==> src/rtl/cmt_pkg.sv <==
package cmt_pkg;

    localparam int CSR_W   = 16;
    localparam int CSR_CMF = 15;
    localparam int CSR_OVF = 14;
    localparam int CSR_WIP = 13;
    localparam int CSR_CMS = 8;
    localparam int CSR_IE  = 7;
    localparam int PRE_W   = 7;

    localparam logic [2:0] CKS_DIV8   = 3'd4;
    localparam logic [2:0] CKS_DIV32  = 3'd5;
    localparam logic [2:0] CKS_DIV128 = 3'd6;
    localparam logic [2:0] CKS_DIV1   = 3'd7;

    typedef enum logic [1:0] {
        REQ_NONE = 2'd0,
        REQ_DMA  = 2'd1,
        REQ_IRQ  = 2'd2,
        REQ_RSVD = 2'd3
    } req_e;

    typedef enum logic [1:0] {
        SEL_CSR  = 2'd0,
        SEL_CNT  = 2'd1,
        SEL_CMP  = 2'd2,
        SEL_NONE = 2'd3
    } sel_e;

    typedef struct packed {
        logic       cms;
        logic       ie;
        req_e       req;
        logic [2:0] cks;
    } chan_cfg_t;

    // terminal prescaler count for a clock-select code
    function automatic logic [PRE_W-1:0] cks_limit(input logic [2:0] c);
        case (c)
            CKS_DIV8:   cks_limit = PRE_W'(7);
            CKS_DIV32:  cks_limit = PRE_W'(31);
            CKS_DIV128: cks_limit = PRE_W'(127);
            default:    cks_limit = '0;
        endcase
    endfunction

    // only the upper half of the code space produces ticks
    function automatic logic cks_counts(input logic [2:0] c);
        cks_counts = c[2];
    endfunction

endpackage

==> src/rtl/cmt_delay.sv <==
module cmt_delay #(
    parameter int W     = 8,
    parameter int DEPTH = 2
) (
    input  logic         clk,
    input  logic         rst,
    input  logic         in_valid,
    input  logic [W-1:0] in_data,
    output logic         out_valid,
    output logic [W-1:0] out_data
);
    logic [W-1:0] stage_d [DEPTH+1];
    logic         stage_v [DEPTH+1];

    assign stage_d[0] = in_data;
    assign stage_v[0] = in_valid;

    for (genvar g = 0; g < DEPTH; g++) begin : g_stage
        always_ff @(posedge clk) begin
            if (rst) begin
                stage_v[g+1] <= 1'b0;
                stage_d[g+1] <= '0;
            end else begin
                stage_v[g+1] <= stage_v[g];
                stage_d[g+1] <= stage_d[g];
            end
        end
    end

    assign out_valid = stage_v[DEPTH];
    assign out_data  = stage_d[DEPTH];
endmodule

==> src/rtl/cmt_prescale.sv <==
module cmt_prescale
    import cmt_pkg::*;
(
    input  logic       clk,
    input  logic       rst,
    input  logic       run,
    input  logic [2:0] cks,
    output logic       tick
);
    logic [PRE_W-1:0] pre;
    logic [PRE_W-1:0] lim;
    logic             en;

    always_comb begin
        lim  = cks_limit(cks);
        en   = run && cks_counts(cks);
        tick = en && (pre == lim);
    end

    always_ff @(posedge clk) begin
        if (rst || !en) pre <= '0;
        else if (tick)  pre <= '0;
        else            pre <= pre + 1'b1;
    end

    // a stopped prescaler starts its next run from zero
    a_r4_restart: assert property (@(posedge clk) disable iff (rst)
        !run |=> (pre == '0));
endmodule

==> src/rtl/cmt_channel.sv <==
module cmt_channel
    import cmt_pkg::*;
#(
    parameter int CNT_W = 32
) (
    input  logic             clk,
    input  logic             rst,
    input  logic             run,
    input  logic             wip_set,
    input  logic             wr_en,
    input  sel_e             wr_sel,
    input  logic [CNT_W-1:0] wr_data,
    output logic [CSR_W-1:0] csr_rd,
    output logic [CNT_W-1:0] cnt_rd,
    output logic [CNT_W-1:0] cmp_rd,
    output logic             irq,
    output logic             stop_req
);
    chan_cfg_t        cfg;
    logic [CNT_W-1:0] cnt;
    logic [CNT_W-1:0] cmp;
    logic             cmf, ovf, wip;
    logic             tick, hit, wrapov;
    logic             wr_csr, wr_cnt, wr_cmp;

    cmt_prescale u_pre (
        .clk  (clk),
        .rst  (rst),
        .run  (run),
        .cks  (cfg.cks),
        .tick (tick)
    );

    always_comb begin
        wr_csr   = wr_en && (wr_sel == SEL_CSR);
        wr_cnt   = wr_en && (wr_sel == SEL_CNT);
        wr_cmp   = wr_en && (wr_sel == SEL_CMP);
        hit      = tick && (cnt == cmp);
        wrapov   = tick && !hit && (cnt == '1);
        stop_req = hit && !cfg.cms;
        irq      = (cmf || ovf) && (cfg.req == REQ_IRQ);
    end

    always_ff @(posedge clk) begin
        if (rst) begin
            cfg <= '{cms: 1'b0, ie: 1'b0, req: REQ_NONE, cks: CKS_DIV8};
            cnt <= '0;
            cmp <= '1;
            cmf <= 1'b0;
            ovf <= 1'b0;
            wip <= 1'b0;
        end else begin
            if (wr_csr) begin
                cfg.cms <= wr_data[CSR_CMS];
                cfg.ie  <= wr_data[CSR_IE];
                cfg.req <= req_e'(wr_data[5:4]);
                cfg.cks <= wr_data[2:0];
            end
            if (wr_cnt)     cnt <= wr_data;
            else if (hit)   cnt <= '0;
            else if (tick)  cnt <= cnt + 1'b1;
            if (wr_cmp)     cmp <= wr_data;
            if (hit)                             cmf <= 1'b1;
            else if (wr_csr && !wr_data[CSR_CMF]) cmf <= 1'b0;
            if (wrapov)                          ovf <= 1'b1;
            else if (wr_csr && !wr_data[CSR_OVF]) ovf <= 1'b0;
            if (wr_cnt)       wip <= 1'b0;
            else if (wip_set) wip <= 1'b1;
        end
    end

    always_comb begin
        csr_rd          = '0;
        csr_rd[CSR_CMF] = cmf;
        csr_rd[CSR_OVF] = ovf;
        csr_rd[CSR_WIP] = wip;
        csr_rd[CSR_CMS] = cfg.cms;
        csr_rd[CSR_IE]  = cfg.ie;
        csr_rd[5:4]     = cfg.req;
        csr_rd[2:0]     = cfg.cks;
        cnt_rd          = cnt;
        cmp_rd          = cmp;
    end

    // a match restarts the count and raises the match flag
    a_r5_match_restart: assert property (@(posedge clk) disable iff (rst)
        (hit && !wr_cnt) |=> (cnt == '0) && cmf);
    // wrap past all ones raises the overflow flag
    a_r6_overflow: assert property (@(posedge clk) disable iff (rst)
        (wrapov && !wr_cnt) |=> (cnt == '0) && ovf);
    // a set match flag survives anything but a zero written to its bit
    a_r7_flag_sticky: assert property (@(posedge clk) disable iff (rst)
        (cmf && !(wr_csr && !wr_data[CSR_CMF])) |=> cmf);
    // a stopped channel holds its count
    a_r9_hold_stopped: assert property (@(posedge clk) disable iff (rst)
        (!run && !wr_cnt) |=> $stable(cnt));
    // the pending flag is clear once the count value has landed
    a_r10_wip_done: assert property (@(posedge clk) disable iff (rst)
        wr_cnt |=> !wip);
endmodule

==> src/rtl/cmt_array.sv <==
module cmt_array
    import cmt_pkg::*;
#(
    parameter int NCH      = 2,
    parameter int CNT_W    = 32,
    parameter int ADDR_W   = 8,
    parameter int WR_DELAY = 2
) (
    input  logic              clk,
    input  logic              rst,
    input  logic              wr_en,
    input  logic              rd_en,
    input  logic [ADDR_W-1:0] addr,
    input  logic [CNT_W-1:0]  wdata,
    output logic [CNT_W-1:0]  rdata,
    output logic [NCH-1:0]    irq
);
    localparam int CH_W  = (NCH > 1) ? $clog2(NCH) : 1;
    localparam int PIPE_W = 1 + CH_W + 2 + CNT_W;
    localparam logic [ADDR_W-1:0] NCH_A = ADDR_W'(NCH);

    logic [NCH-1:0]    run;
    logic [NCH-1:0]    stop_req;
    logic [NCH-1:0]    wip_vec;
    logic [NCH-1:0]    wip_set;
    logic [CSR_W-1:0]  csr_rd [NCH];
    logic [CNT_W-1:0]  cnt_rd [NCH];
    logic [CNT_W-1:0]  cmp_rd [NCH];

    // bus decode
    logic              glob, blk, accept;
    logic [ADDR_W-1:0] chi_full;
    logic [CH_W-1:0]   chi;
    sel_e              sel;

    always_comb begin
        glob     = (addr == '0);
        chi_full = (addr >> 2) - ADDR_W'(1);
        blk      = (addr >= ADDR_W'(4)) && (chi_full < NCH_A);
        chi      = chi_full[CH_W-1:0];
        sel      = sel_e'(addr[1:0]);
        accept   = wr_en && (glob || (blk && (sel != SEL_NONE) &&
                   !((sel == SEL_CNT) && wip_vec[chi])));
    end

    // fixed-latency write path
    logic              ap_valid;
    logic [PIPE_W-1:0] ap_bus;
    logic              ap_glob;
    logic [CH_W-1:0]   ap_ch;
    sel_e              ap_sel;
    logic [CNT_W-1:0]  ap_data;

    cmt_delay #(.W(PIPE_W), .DEPTH(WR_DELAY)) u_wpipe (
        .clk       (clk),
        .rst       (rst),
        .in_valid  (accept),
        .in_data   ({glob, chi, addr[1:0], wdata}),
        .out_valid (ap_valid),
        .out_data  (ap_bus)
    );

    always_comb begin
        ap_glob = ap_bus[PIPE_W-1];
        ap_ch   = ap_bus[CNT_W+2 +: CH_W];
        ap_sel  = sel_e'(ap_bus[CNT_W +: 2]);
        ap_data = ap_bus[CNT_W-1:0];
    end

    // shared start/stop register; a one-shot match wins over a write
    always_ff @(posedge clk) begin
        if (rst) run <= '0;
        else     run <= ((ap_valid && ap_glob) ? ap_data[NCH-1:0] : run) & ~stop_req;
    end

    for (genvar i = 0; i < NCH; i++) begin : g_ch
        assign wip_set[i] = accept && blk && (sel == SEL_CNT) && (chi == CH_W'(i));
        assign wip_vec[i] = csr_rd[i][CSR_WIP];

        cmt_channel #(.CNT_W(CNT_W)) u_ch (
            .clk      (clk),
            .rst      (rst),
            .run      (run[i]),
            .wip_set  (wip_set[i]),
            .wr_en    (ap_valid && !ap_glob && (ap_ch == CH_W'(i))),
            .wr_sel   (ap_sel),
            .wr_data  (ap_data),
            .csr_rd   (csr_rd[i]),
            .cnt_rd   (cnt_rd[i]),
            .cmp_rd   (cmp_rd[i]),
            .irq      (irq[i]),
            .stop_req (stop_req[i])
        );

        // a one-shot match leaves the channel stopped
        a_r8_oneshot_stop: assert property (@(posedge clk) disable iff (rst)
            stop_req[i] |=> !run[i]);
    end

    always_ff @(posedge clk) begin
        if (rst) begin
            rdata <= '0;
        end else if (rd_en) begin
            if (glob)     rdata <= CNT_W'(run);
            else if (blk) begin
                case (sel)
                    SEL_CSR: rdata <= CNT_W'(csr_rd[chi]);
                    SEL_CNT: rdata <= cnt_rd[chi];
                    SEL_CMP: rdata <= cmp_rd[chi];
                    default: rdata <= '0;
                endcase
            end else      rdata <= '0;
        end
    end

    // a count write sampled while one is pending never enters the write path
    a_r10_drop: assert property (@(posedge clk) disable iff (rst)
        (wr_en && blk && (sel == SEL_CNT) && wip_vec[chi]) |-> !accept);
endmodule

==> config.mk <==
export PLATFORM = sky130hd
export DESIGN_NAME = cmt_array
export DESIGN_NICKNAME = d
export VERILOG_FILES = /design/src/rtl/cmt_pkg.sv /design/src/rtl/cmt_delay.sv /design/src/rtl/cmt_prescale.sv /design/src/rtl/cmt_channel.sv /design/src/rtl/cmt_array.sv
export SDC_FILE = /design/constraint.sdc
export NUM_CORES = 1
export LEC_CHECK = 0
export BUFFER_PORTS_ARGS = -buffer_cell sky130_fd_sc_hd__clkbuf_2
export CAP_MARGIN = 25
export CORE_MARGIN = 1.5
export CORE_UTILIZATION = 60
export CTS_BUF_LIST = sky130_fd_sc_hd__clkbuf_8
export DETAILED_ROUTE_END_ITERATION = 12
export HOLD_SLACK_MARGIN = 0.12
export PLACE_DENSITY = 0.8
export SYNTH_ARGS = -nofsm -noshare
export SYNTH_HDL_FRONTEND = slang
export SYNTH_SLANG_ARGS = --single-unit
==> constraint.sdc <==
create_clock -name clk -period 2.6 [get_ports clk]
set_input_delay 0.26 -clock clk [delete_from_list [all_inputs] [get_ports clk]]
set_output_delay 0.26 -clock clk [all_outputs]
set_load 0.01 [all_outputs]
Yosys cells after proc, flatten, opt, wreduce, memory -nomap -nowiden
Cells that the tools add are included.

Output and inout bits: 34. Flip-flop bits (word level): 270. Memories: 0. Logic and storage cells: 155. Bits of input ports: 44. ROM bits: 0. Bits in latches: 0. Bits in writable memories: 0.

Divide/modulo/power cells: 0. Bitwise operators: 5. Reduce and logical (&&, ||, !) cells: 65. Add/sub/neg operators: 5. Multiplexer cells: 31. Shift operators: 0. Multipliers: 0. Order comparisons: 4. Equal/unequal tests: 19.

Operators with widths (number): $mux W32 (14); $pmux W32 S3 (1); $add A32 B1 Y32 const B (2); $eq A32 B32 Y1 (2); $eq A32 B32 Y1 const B (2); $mux W16 (3); $pmux W7 S3 (2); $logic_and A1 B1 Y1 (37); $eq A3 B3 Y1 const B (6); $add A7 B1 Y7 const B (2); $eq A7 B7 Y1 (2); $logic_not A1 Y1 (10); $mux W1 (10); $eq A2 B2 Y1 const B (4); $ge A8 B3 Y1 const B (1); $logic_not A8 Y1 (1); $lt A8 B2 Y1 const B (1); $reduce_bool A2 Y1 (4); $reduce_or A2 Y1 (4); $sub A6 B1 Y7 const B (1); $reduce_bool A3 Y1 (2); $logic_or A1 B1 Y1 (5); $eq A2 B1 Y1 const B (2); $logic_not A2 Y1 (2); other kinds (8) (9).

Longest topological paths before layout
Gate-level depths: netlist of run 1.

Depth in word-level cells: 11. Gate-level depth with buffers: 10.

Modules after synthesis
A second synthesis of run 1 with hierarchy kept.

Cell total of the unflattened synthesis: 1548. Area total of the unflattened synthesis: 14226.1 µm².

By module, submodules not included: cmt_channel (cells each 487, seq. area each 1481.4 µm², instances 2, area each 4200.3 µm²); cmt_array (cells each 304, seq. area each 680.7 µm², instances 1, area each 2791.4 µm²); cmt_delay (cells each 192, seq. area each 1481.4 µm², instances 1, area each 2298.5 µm²); cmt_prescale (cells each 39, seq. area each 140.1 µm², instances 2, area each 367.9 µm²).

Worst setup path before layout of run 1
OpenSTA, ideal clock, no wires.

Kind: in2reg. Start point: input port addr[2]. End point: register rdata[10]. Data required time: 2.540 ns. Stages: 10. Setup slack: 0.265 ns. Library setup time: 0.060 ns. Arrival time: 2.275 ns. Path through: clkbuf_1 -> inv_1 -> ha_1 -> nor2_1 -> nand3_1 -> a21oi_1 -> nand2b_1 -> nor4b_4 -> clkbuf_1 -> a22o_1.

Longest elaborated chain between the ends: 8.

Ends and longest elaborated chain: start: declaration (line cmt_array.sv:13) `input logic [ADDR_W-1:0] addr,`; $sub A6 B1 Y7 * (line cmt_array.sv:38) `chi_full = (addr >> 2) - ADDR_W'(1);`; net chi_full[0] (line cmt_array.sv:32) `logic [ADDR_W-1:0] chi_full;`; branches (longest 5 deep; another with $lt A8 B2 Y1); $mux W32 * (line cmt_array.sv:105) `else if (blk) begin`; $mux W32 * (line cmt_array.sv:104) `if (glob) rdata <= CNT_W'(run);`; end signal: assignment (line cmt_array.sv:104); end signal: assignment (line cmt_array.sv:107) `SEL_CSR: rdata <= CNT_W'(csr_rd[chi]);`; end signal: assignment (line cmt_array.sv:109) `SEL_CMP: rdata <= cmp_rd[chi];`; end: declaration (line cmt_array.sv:15) `output logic [CNT_W-1:0] rdata,`.

Mark *: on every way through the listed nets, which the timed path passes. The select of a mux whose other input is x is not followed. A chain may end at the register's enable or synchronous reset.

Worst setup path after layout of run 1
Start point: register g_ch[1].u_ch.csr_rd[2] (netlist name). End point: register g_ch[1].u_ch.cnt[30].

Longest elaborated chain between the ends: 7.

Ends and longest elaborated chain: $eq A3 B3 Y1 (line cmt_pkg.sv:39) `case (c)`; $pmux W7 S3 (line cmt_pkg.sv:39); $eq A7 B7 Y1 (line cmt_prescale.sv:17) `tick = en && (pre == lim);`; $logic_and A1 B1 Y1 * (line cmt_prescale.sv:17); $logic_and A1 B1 Y1 (line cmt_channel.sv:38) `hit = tick && (cnt == cmp);`; $mux W32 (line cmt_channel.sv:60) `else if (hit) cnt <= '0;`; $mux W32 (line cmt_channel.sv:59) `if (wr_cnt) cnt <= wr_data;`; end signal: assignment (line cmt_channel.sv:59); end signal: assignment (line cmt_channel.sv:61) `else if (tick) cnt <= cnt + 1'b1;`; end: declaration (line cmt_channel.sv:20) `logic [CNT_W-1:0] cnt;`.

Every way passes the cells marked *; elsewhere a longest branch is shown, timed or not.

==> impl_results.md, run 1 <==
- Total vias in the final route: between 10000 and 15000
- Proportion of total power due to net switching: 0.2403
- Die span in y: around 150 um
- Half-perimeter wire length after detailed placement: around 26000 um
- Number of antenna violations at the first check in global routing: 0
- Total negative slack for setup checks: 0 ns
- Largest net degree at the start of global routing: 75
- Fillcell total: approximately 1600
- Min Tclk post-route: roughly 2.4 ns
- Clock tree from TritonCTS: done
- Average via count per standard cell: roughly 6.2
- Worst slew margin: 0.5666
- Area fraction of the dominant cell type after synthesis: 0.4217
- Initial cell density of the core: 0.6098
- List of cells traversed by the critical path: a21boi_0 > mux2i_1 > nor3b_2 > and2_1 > nand2_1 > a21oi_1 > nor4_1
- Start of the worst register-to-register path: g_ch[1].u_ch.csr_rd[2]
- Clock tree skew after final layout: around 0.029 ns
- Crit. End Element: register
- Clock sink total: 270
- Synth async-reset ratio: 0
- Most frequently used flop master after synthesis: sky130_fd_sc_hd__dfxtp_1
- Max-slew violations: 0
- Placement-stage worst setup slack: approximately 0.22 ns
- Highest attainable clock frequency: between 0.4 and 0.5 GHz
- Proportion of synthesized chip area in sequential cells: 0.4217
- Hold slack: roughly 0.18 ns
- Critical Path Fanout Max: 13
- Post-synthesis cell type count: about 70
- Non-Filler Instances: approximately 1900
- Setup CP Type: reg2reg
- DRT Wirelength: 36820 um
- PortBufs: 77
- Congestion Overflow GR: 0
- Number of nets at the end of the flow: 1617
- Buffers plus inverters on the worst setup path: 0
- Synthesized Nets: 1509
- Final worst-path cycle share: 0.9385
- FF+latch count, synth: 270
- Residual antenna-violating net count after detailed routing: 0
- Standard-cell rows: 53
- Wire length per cell after detailed routing: a little under 20 um
- Reg clk slew, reported paths: approximately 0.060 ns
- Post-synth EDFFs: 0
- Class of the worst hold path: in2reg
- Total die area: around 22000 um^2
- Post-route worst setup slack: 0.1598 ns
- Floorplan die width: 149.2 um
- Clock buffer count from CTS: 45
- Pwr per Cell Area: 563.2 nW/um^2
- Placer Congestion: 1.017
- Largest voltage drop on the vdd net: 0.4651 mV
- Hold wc startpoint: addr[4]
- Final count of negative-setup-slack endpoints: 0
- Slowest stage cell, crit path: sky130_fd_sc_hd__and2_1
- All-Layer GR Usage: 0.3299
- Per-instance average area after synthesis: roughly 9 um^2
- Violation count after the first detailed-routing iteration: 1330
- Worst Hold Endpoint: u_wpipe.stage_d[71]
- Number of failing hold endpoints at the final stage: 0
- Number of antenna repair diodes: 0
- Mapped cell area: ~13000 um^2
- Core region area: ~21000 um^2
- FF-to-FF setup slack: between 0.15 and 0.2 ns
- Top cell family by delay on the critical path: simple AND/OR/NAND/NOR gates
- Share of total power in sequential cells: 0.512
- Worst-Skew Late Latency: 0.58 ns
- Cell type with the largest total area after synthesis: sky130_fd_sc_hd__dfxtp_1
- Residual DRC: 0
- Largest cells by area after synthesis: sky130_fd_sc_hd__dfxtp_1 (42%), sky130_fd_sc_hd__mux2i_1 (5.9%), sky130_fd_sc_hd__nor2b_1 (5.5%)
- First-pass GRT wire length: between 50000 and 60000 um
- Count of synthesis-stage warnings from yosys: 0
- Cell depth of the worst hold path: 4
- Maximum capacitance violations: 0
- Ratio of cells with drive above 1 in the final layout: 0.1440
- Mapped Cells: between 1000 and 1500
- Boundary pin count: between 70 and 80
- Data arrival time of the critical path: approximately 2.9 ns
- Clk buf depth: 3
- Via count of the first global-routing pass: 10560
- Part of the total power dissipated in combinational logic: 0.051
- Endpoint of the worst register-to-register path: g_ch[1].u_ch.cnt_rd[30]
- Logic depth of the worst register-to-register path: 7
- Setup repair after global routing missed its margin: no
- Required @ worst endpoint: about 3.0 ns
- Leak: between 5 and 6 nW
- Internal: around 0.0064 W
- Total instance count after detailed placement: roughly 1800
- Switching power: approximately 0.002 W
- Clk network pwr share: 0.437
- Root Buffer Master: sky130_fd_sc_hd__clkbuf_8
- Number of search-and-repair iterations in the first detailed-routing pass: 5
- Run status: finished clean
- Area growth from synthesis to layout: 15.84%
- Launching element type of the critical path: register
- Pin slew with the least headroom to its limit: 0.6500 ns
- Delay contributed by the slowest stage of the critical path: 0.51 ns
- Final cell utilization of the core: 0.7064
- Number of levels in the clock H-tree: 2
-- Yosys cell counts, drive strengths merged, types with 7 or more instances --
library cell,number
nand2b,10
inv,11
nor3,40
and3,22
nand4b,8
nand3,39
and2,7
nand4,14
xor2,76
a221oi,14
o22ai,25
nor2b,113
mux2i,76
nand3b,45
o21ai,46
a21oi,57
clkbuf,89
xnor2,14
dfxtp,270
a211oi,28
a211o,34
nand2,111
a31oi,9
a311oi,18
nor2,145
nor4,33
buf,27
a22o,26
-- cell usage in the layout, fill, tap and decap left out, types with 4 or more instances in the layout --
cell type,n
sky130_fd_sc_hd__nand3b_1,45
sky130_fd_sc_hd__a21oi_1,57
sky130_fd_sc_hd__and3_1,22
sky130_fd_sc_hd__nor2b_1,113
sky130_fd_sc_hd__dfxtp_1,270
sky130_fd_sc_hd__clkbuf_8,53
sky130_fd_sc_hd__a211o_1,34
sky130_fd_sc_hd__dlygate4sd3_1,35
sky130_fd_sc_hd__o21ai_1,4
sky130_fd_sc_hd__o21ai_0,40
sky130_fd_sc_hd__o22ai_1,25
sky130_fd_sc_hd__ha_1,6
sky130_fd_sc_hd__buf_12,4
sky130_fd_sc_hd__nand2b_1,10
sky130_fd_sc_hd__or3_1,4
sky130_fd_sc_hd__a211oi_1,27
sky130_fd_sc_hd__nor2_1,140
sky130_fd_sc_hd__a22o_1,26
sky130_fd_sc_hd__and2_1,7
sky130_fd_sc_hd__clkbuf_2,75
sky130_fd_sc_hd__nand4b_1,8
sky130_fd_sc_hd__xnor2_1,14
sky130_fd_sc_hd__a311oi_1,18
sky130_fd_sc_hd__buf_4,62
sky130_fd_sc_hd__nand4_1,14
sky130_fd_sc_hd__nor3_1,37
sky130_fd_sc_hd__mux2i_1,76
sky130_fd_sc_hd__inv_1,25
sky130_fd_sc_hd__nor4_1,29
sky130_fd_sc_hd__a221oi_1,14
sky130_fd_sc_hd__clkinv_2,7
sky130_fd_sc_hd__a31oi_1,9
sky130_fd_sc_hd__nor3b_1,4
sky130_fd_sc_hd__nand3_1,37
sky130_fd_sc_hd__nand2_1,111
sky130_fd_sc_hd__xor2_1,76
-- layer usage --
metal,up-vias,track usage,share of wire
li1,5401,-,-
met1,5412,0.4740,0.42
met2,694,0.4951,0.44
met3,96,0.04862,0.11
met4,0,0.1337,0.035
met5,-,0,0
-- what timing repair did --
| action | 4_1_cts | 5_1_grt |
|---|---|---|
| buffers inserted | 0 | 0 |
| resized for setup | 0 | 1 |
| hold buffers | 35 | 0 |
| endpoints found under the hold margin | 49 | 0 |
| endpoints found under the setup margin | 0 | 1 |
-- worst max-delay path by stage --
stage | from | endpoint | slack [ns] | depth (start not counted)
after detailed placement | g_ch[1].u_ch.csr_rd[2] | g_ch[1].u_ch.cnt_rd[22] | 0.22 | 7
after floorplan | addr[2] | rdata[10] | 0.26 | 10
after global routing | g_ch[1].u_ch.csr_rd[2] | g_ch[1].u_ch.cnt_rd[30] | 0.11 | 7
after global placement | g_ch[1].u_ch.csr_rd[2] | g_ch[1].u_ch.cnt_rd[22] | 0.20 | 7
final | g_ch[1].u_ch.csr_rd[2] | g_ch[1].u_ch.cnt_rd[30] | 0.16 | 7
after CTS | g_ch[1].u_ch.csr_rd[2] | g_ch[1].u_ch.cnt_rd[24] | 0.14 | 7
-- kinds of logic (layout without fill, tap and decap cells) --
family / Yosys count / in the layout / share of synthesized area
simple gates: 605 / 605 / 0.2531
compound gates: 284 / 284 / 0.1553
flops: 270 / 270 / 0.4217
buf+inv: 127 / 265 / 0.04148
xor+xnor: 90 / 90 / 0.06149
mux: 77 / 77 / 0.06110
fa+ha+maj: 6 / 6 / 0.005856
-- tightest hold or removal path: cells and delay by family --
| family | cells | cell delay, ns |
|---|---|---|
| simple gates | 2 | 0.18 |
| buf+inv | 2 | 0.25 |
-- state kept, by name, summed over array words and instances, names as in the netlist --
register,flops
g_ch.u_ch.cmf,2
g_ch.u_ch.cmp_rd,64
g_ch.u_ch.cnt_rd,64
g_ch.u_ch.csr_rd,14
g_ch.u_ch.ovf,2
g_ch.u_ch.u_pre.pre,14
g_ch.u_ch.wip,2
rdata,32
run,2
u_wpipe.out_data,36
u_wpipe.out_valid,1
u_wpipe.stage_d,36
u_wpipe.stage_v,1
-- power groups by stage --
stage          Sequential [W]  Combinational, W  Clock, W
6_report              0.00428          0.000424   0.00365
5_1_grt               0.00429          0.000451   0.00390
4_1_cts               0.00428          0.000414   0.00370
3_5_place_dp          0.00437          0.000372         0
3_3_place_gp          0.00437          0.000367         0
2_1_floorplan         0.00432          0.000261         0
-- metrics by stage --
stage | area (um^2) | total power (W)
global route | 14850 | 0.008633
detailed placement | 13620 | 0.004739
CTS | 14850 | 0.008392
finish | 14850 | 0.008362
global placement | 13620 | 0.004733
floorplan | 12820 | 0.004584
-- layout make-up --
| class | count | area [um^2] | area share |
|---|---|---|---|
| clock buffer | 53 | 729.5 | 0.04912 |
| clock inverter | 24 | 142.6 | 0.009606 |
| inverter | 11 | 41.29 | 0.002781 |
| multi-input combinational | 1062 | 6904 | 0.4649 |
| sequential | 270 | 5405 | 0.3640 |
| tap | 275 | 344.1 | 0.02317 |
| timing repair buffer | 177 | 1282 | 0.08637 |
Power figures use the tool's default switching activity.
==> run 2: changes to the inputs <==
- REMOVE_ABC_BUFFERS: unset -> 1
==> run 2 against run 1 <==
Non-clock buffer count up 4. Total power increased by 3.7%. Worst setup slack worse by 0.020 ns. Worst hold slack gained 0.0090 ns. Die area unchanged. Via count is 1.6% higher. Global-route usage increased by 2.1 points. Register-to-register slack got worse by 0.02 ns. Critical path type unchanged. Largest cell class unchanged.
==> impl_results.md, run 2 (synthesis gave the netlist of run 1 again) <==
- Die span in y: 149.2 um (unchanged)
- Worst slew margin: 0.5667 (was 0.5666)
- Placer Congestion: 1.014 (was 1.017)
- DRT Wirelength: 39190 um (was 36820 um)
- Run status: finished clean (unchanged)
- Wire length on met3: 4232 um (was 4043 um)
- Half-perimeter wire length after detailed placement: 26390 um (was 25640 um)
- Clock sink total: 270 (unchanged)
- Delay contributed by the slowest stage of the critical path: 0.56 ns (was 0.51 ns)
- Total instance count after detailed placement: 1763 (was 1760)
- Largest voltage drop on the vdd net: 0.5928 mV (was 0.4651 mV)
- First-pass GRT wire length: 60200 um (was 57380 um)
- Core region area: 21020 um^2 (unchanged)
- Clock buffer count from CTS: 45 (unchanged)
- Fillcell total: 1586 (was 1591)
- Highest attainable clock frequency: 0.4065 GHz (was 0.4098 GHz)
- Uppermost signal routing layer after detailed routing: met4 (unchanged)
- Initial cell density of the core: 0.6098 (unchanged)
- Number of nets at the end of the flow: 1621 (was 1617)
- Pwr per Cell Area: 578.5 nW/um^2 (was 563.2 nW/um^2)
- All-Layer GR Usage: 0.3513 (was 0.3299)
- Number of failing hold endpoints at the final stage: 0 (unchanged)
- Largest net degree at the start of global routing: 65 (was 75)
- Congestion Overflow GR: 0 (unchanged)
- Leak: 5.991 nW (was 5.935 nW)
- Cell depth of the worst hold path: 6 (was 4)
- Min Tclk post-route: 2.460 ns (was 2.440 ns)
- Number of search-and-repair iterations in the first detailed-routing pass: 5 (unchanged)
- Number of levels in the clock H-tree: 2 (unchanged)
- Required @ worst endpoint: 3.06 ns (was 3.02 ns)
- Total die area: 22250 um^2 (unchanged)
- Slowest stage cell, crit path: sky130_fd_sc_hd__nor2_1 (was sky130_fd_sc_hd__and2_1)
- Class of the worst hold path: in2reg (unchanged)
- Clock tree from TritonCTS: done (unchanged)
- Data arrival time of the critical path: 2.92 ns (was 2.86 ns)
- Floorplan die width: 149.2 um (unchanged)
- Hold slack: 0.1871 ns (was 0.1781 ns)
- Wire length per cell after detailed routing: 20.89 um (was 19.67 um)
- Pin slew with the least headroom to its limit: 0.6476 ns (was 0.6500 ns)
- Reg clk slew, reported paths: 0.06 ns (about the same)
- Crit. End Element: register (unchanged)
- FF-to-FF setup slack: 0.14 ns (was 0.16 ns)
- Average via count per standard cell: 6.287 (was 6.198)
- Launching element type of the critical path: register (unchanged)
- Leading cell type in the layout, fill and taps excluded: sky130_fd_sc_hd__dfxtp_1 (unchanged)
- Critical Path Fanout Max: 6 (was 13)
- Setup CP Type: reg2reg (unchanged)
- Highest-count cells in the layout ignoring fill and taps: sky130_fd_sc_hd__dfxtp_1 (270), sky130_fd_sc_hd__nor2_1 (141), sky130_fd_sc_hd__nor2b_1 (113) (was sky130_fd_sc_hd__dfxtp_1 (270), sky130_fd_sc_hd__nor2_1 (140), sky130_fd_sc_hd__nor2b_1 (113))
- DRT met1 WL: 16130 um (was 15440 um)
- Standard-cell rows: 53 (unchanged)
- Final count of negative-setup-slack endpoints: 0 (unchanged)
- Clock tree skew after final layout: 0.02170 ns (was 0.02880 ns)
- PortBufs: 77 (unchanged)
- Residual antenna-violating net count after detailed routing: 0 (unchanged)
- List of cells traversed by the critical path: xor2_1 > a21oi_1 > a31oi_1 > nand3_1 > nor2_1 > nand3b_1 > a311oi_1 (was a21boi_0 > mux2i_1 > nor3b_2 > and2_1 > nand2_1 > a21oi_1 > nor4_1)
- Root Buffer Master: sky130_fd_sc_hd__clkbuf_8 (unchanged)
- Number of antenna violations at the first check in global routing: 3 (was 0)
- Maximum capacitance violations: 0 (unchanged)
- Setup repair after global routing missed its margin: no (unchanged)
- Setup bufs post-CTS: 0 (unchanged)
- Clk buf depth: 3 (unchanged)
- Max-slew violations: 0 (unchanged)
- Via count of the first global-routing pass: 10940 (was 10560)
- Violation count after the first detailed-routing iteration: 1313 (was 1330)
- Logic depth of the worst register-to-register path: 7 (unchanged)
- Worst-Skew Late Latency: 0.57 ns (was 0.58 ns)
- Met2 Routed Length: 16740 um (was 16050 um)
- Ratio of cells with drive above 1 in the final layout: 0.1494 (was 0.1440)
- Total vias in the final route: 11790 (was 11600)
- Boundary pin count: 78 (unchanged)
- Final worst-path cycle share: 0.9462 (was 0.9385)
- Area growth from synthesis to layout: 16.89% (was 15.84%)
- Residual DRC: 0 (unchanged)
- Non-Filler Instances: 1876 (was 1872)
[run 2: cell types whose count changed in the layout (fill, tap and decap cells not counted), sizes merged]
cell,previous run,this run
buf,67,70
bufinv,1,2
clkbuf,128,134
clkinvlp,0,1
diode,0,1
dlygate4sd3,35,36
inv,26,17
[run 2: area by class of cell]
type                    instances  area, um^2  area share
diodes                          1       2.502   0.0001670
clock inverters                17       130.1    0.008685
well taps                     275       344.1     0.02296
inverters                      11       41.29    0.002756
clock buffers                  59       812.0     0.05420
multi-input cells            1062        6908      0.4610
repair buffers                181        1340     0.08944
flip-flops and latches        270        5405      0.3608
[run 2: worst max-delay path, delay by kind of cell, from the launching register on]
family | cells | cell delay (ns)
DFF | 1 | 0.44
and+or+nand+nor | 3 | 1.05
AOI/OAI and AO/OA | 3 | 0.65
xor gates and xnor gates | 1 | 0.22
[run 2: routing by layer]
layer,global-route usage,vias to the layer above
met5,0,-
met4,0.1856,0
met3,0.08960,141
met2,0.5164,672
met1,0.4730,5562
li1,-,5419
[run 2: where the power goes]
group | switching [W] | internal [W]
Clock | 0.00173 | 0.00222
Combinational | 0.000251 | 0.000201
Sequential | 0.0000604 | 0.00420
Total | 0.00204 | 0.00662
[run 2: per-stage QoR]
step                      setup TNS, ns  setup WS [ns]  power [W]  area, um^2    util
after floorplan                  -27.40        -0.8431   0.004501       12330       -
after global placement                0         0.3107   0.004735       13670  0.6504
after detailed placement              0         0.2307   0.004745       13670  0.6504
after CTS                             0         0.1954   0.008670       14970  0.7123
after global routing                  0        0.02627   0.008903       14980  0.7126
final                                 0         0.1398   0.008668       14980  0.7128
[run 2: timing repair]
| item | CTS | global route |
|---|---|---|
| endpoints found under the setup margin | 0 | 1 |
| hold buffers | 36 | 0 |
| gates resized for setup | 0 | 1 |
| hold endpoints to repair | 39 | 0 |
[run 2: path summary, 6_finish.rpt]
path | from | endpoint
worst min register to register | u_wpipe.stage_d[53] | u_wpipe.out_data[17]
worst min-delay path | addr[7] | u_wpipe.stage_v[1]
worst max-delay path | g_ch[1].u_ch.csr_rd[1] | g_ch[1].u_ch.cnt_rd[17]
worst max register to register | g_ch[1].u_ch.csr_rd[1] | g_ch[1].u_ch.cnt_rd[17]
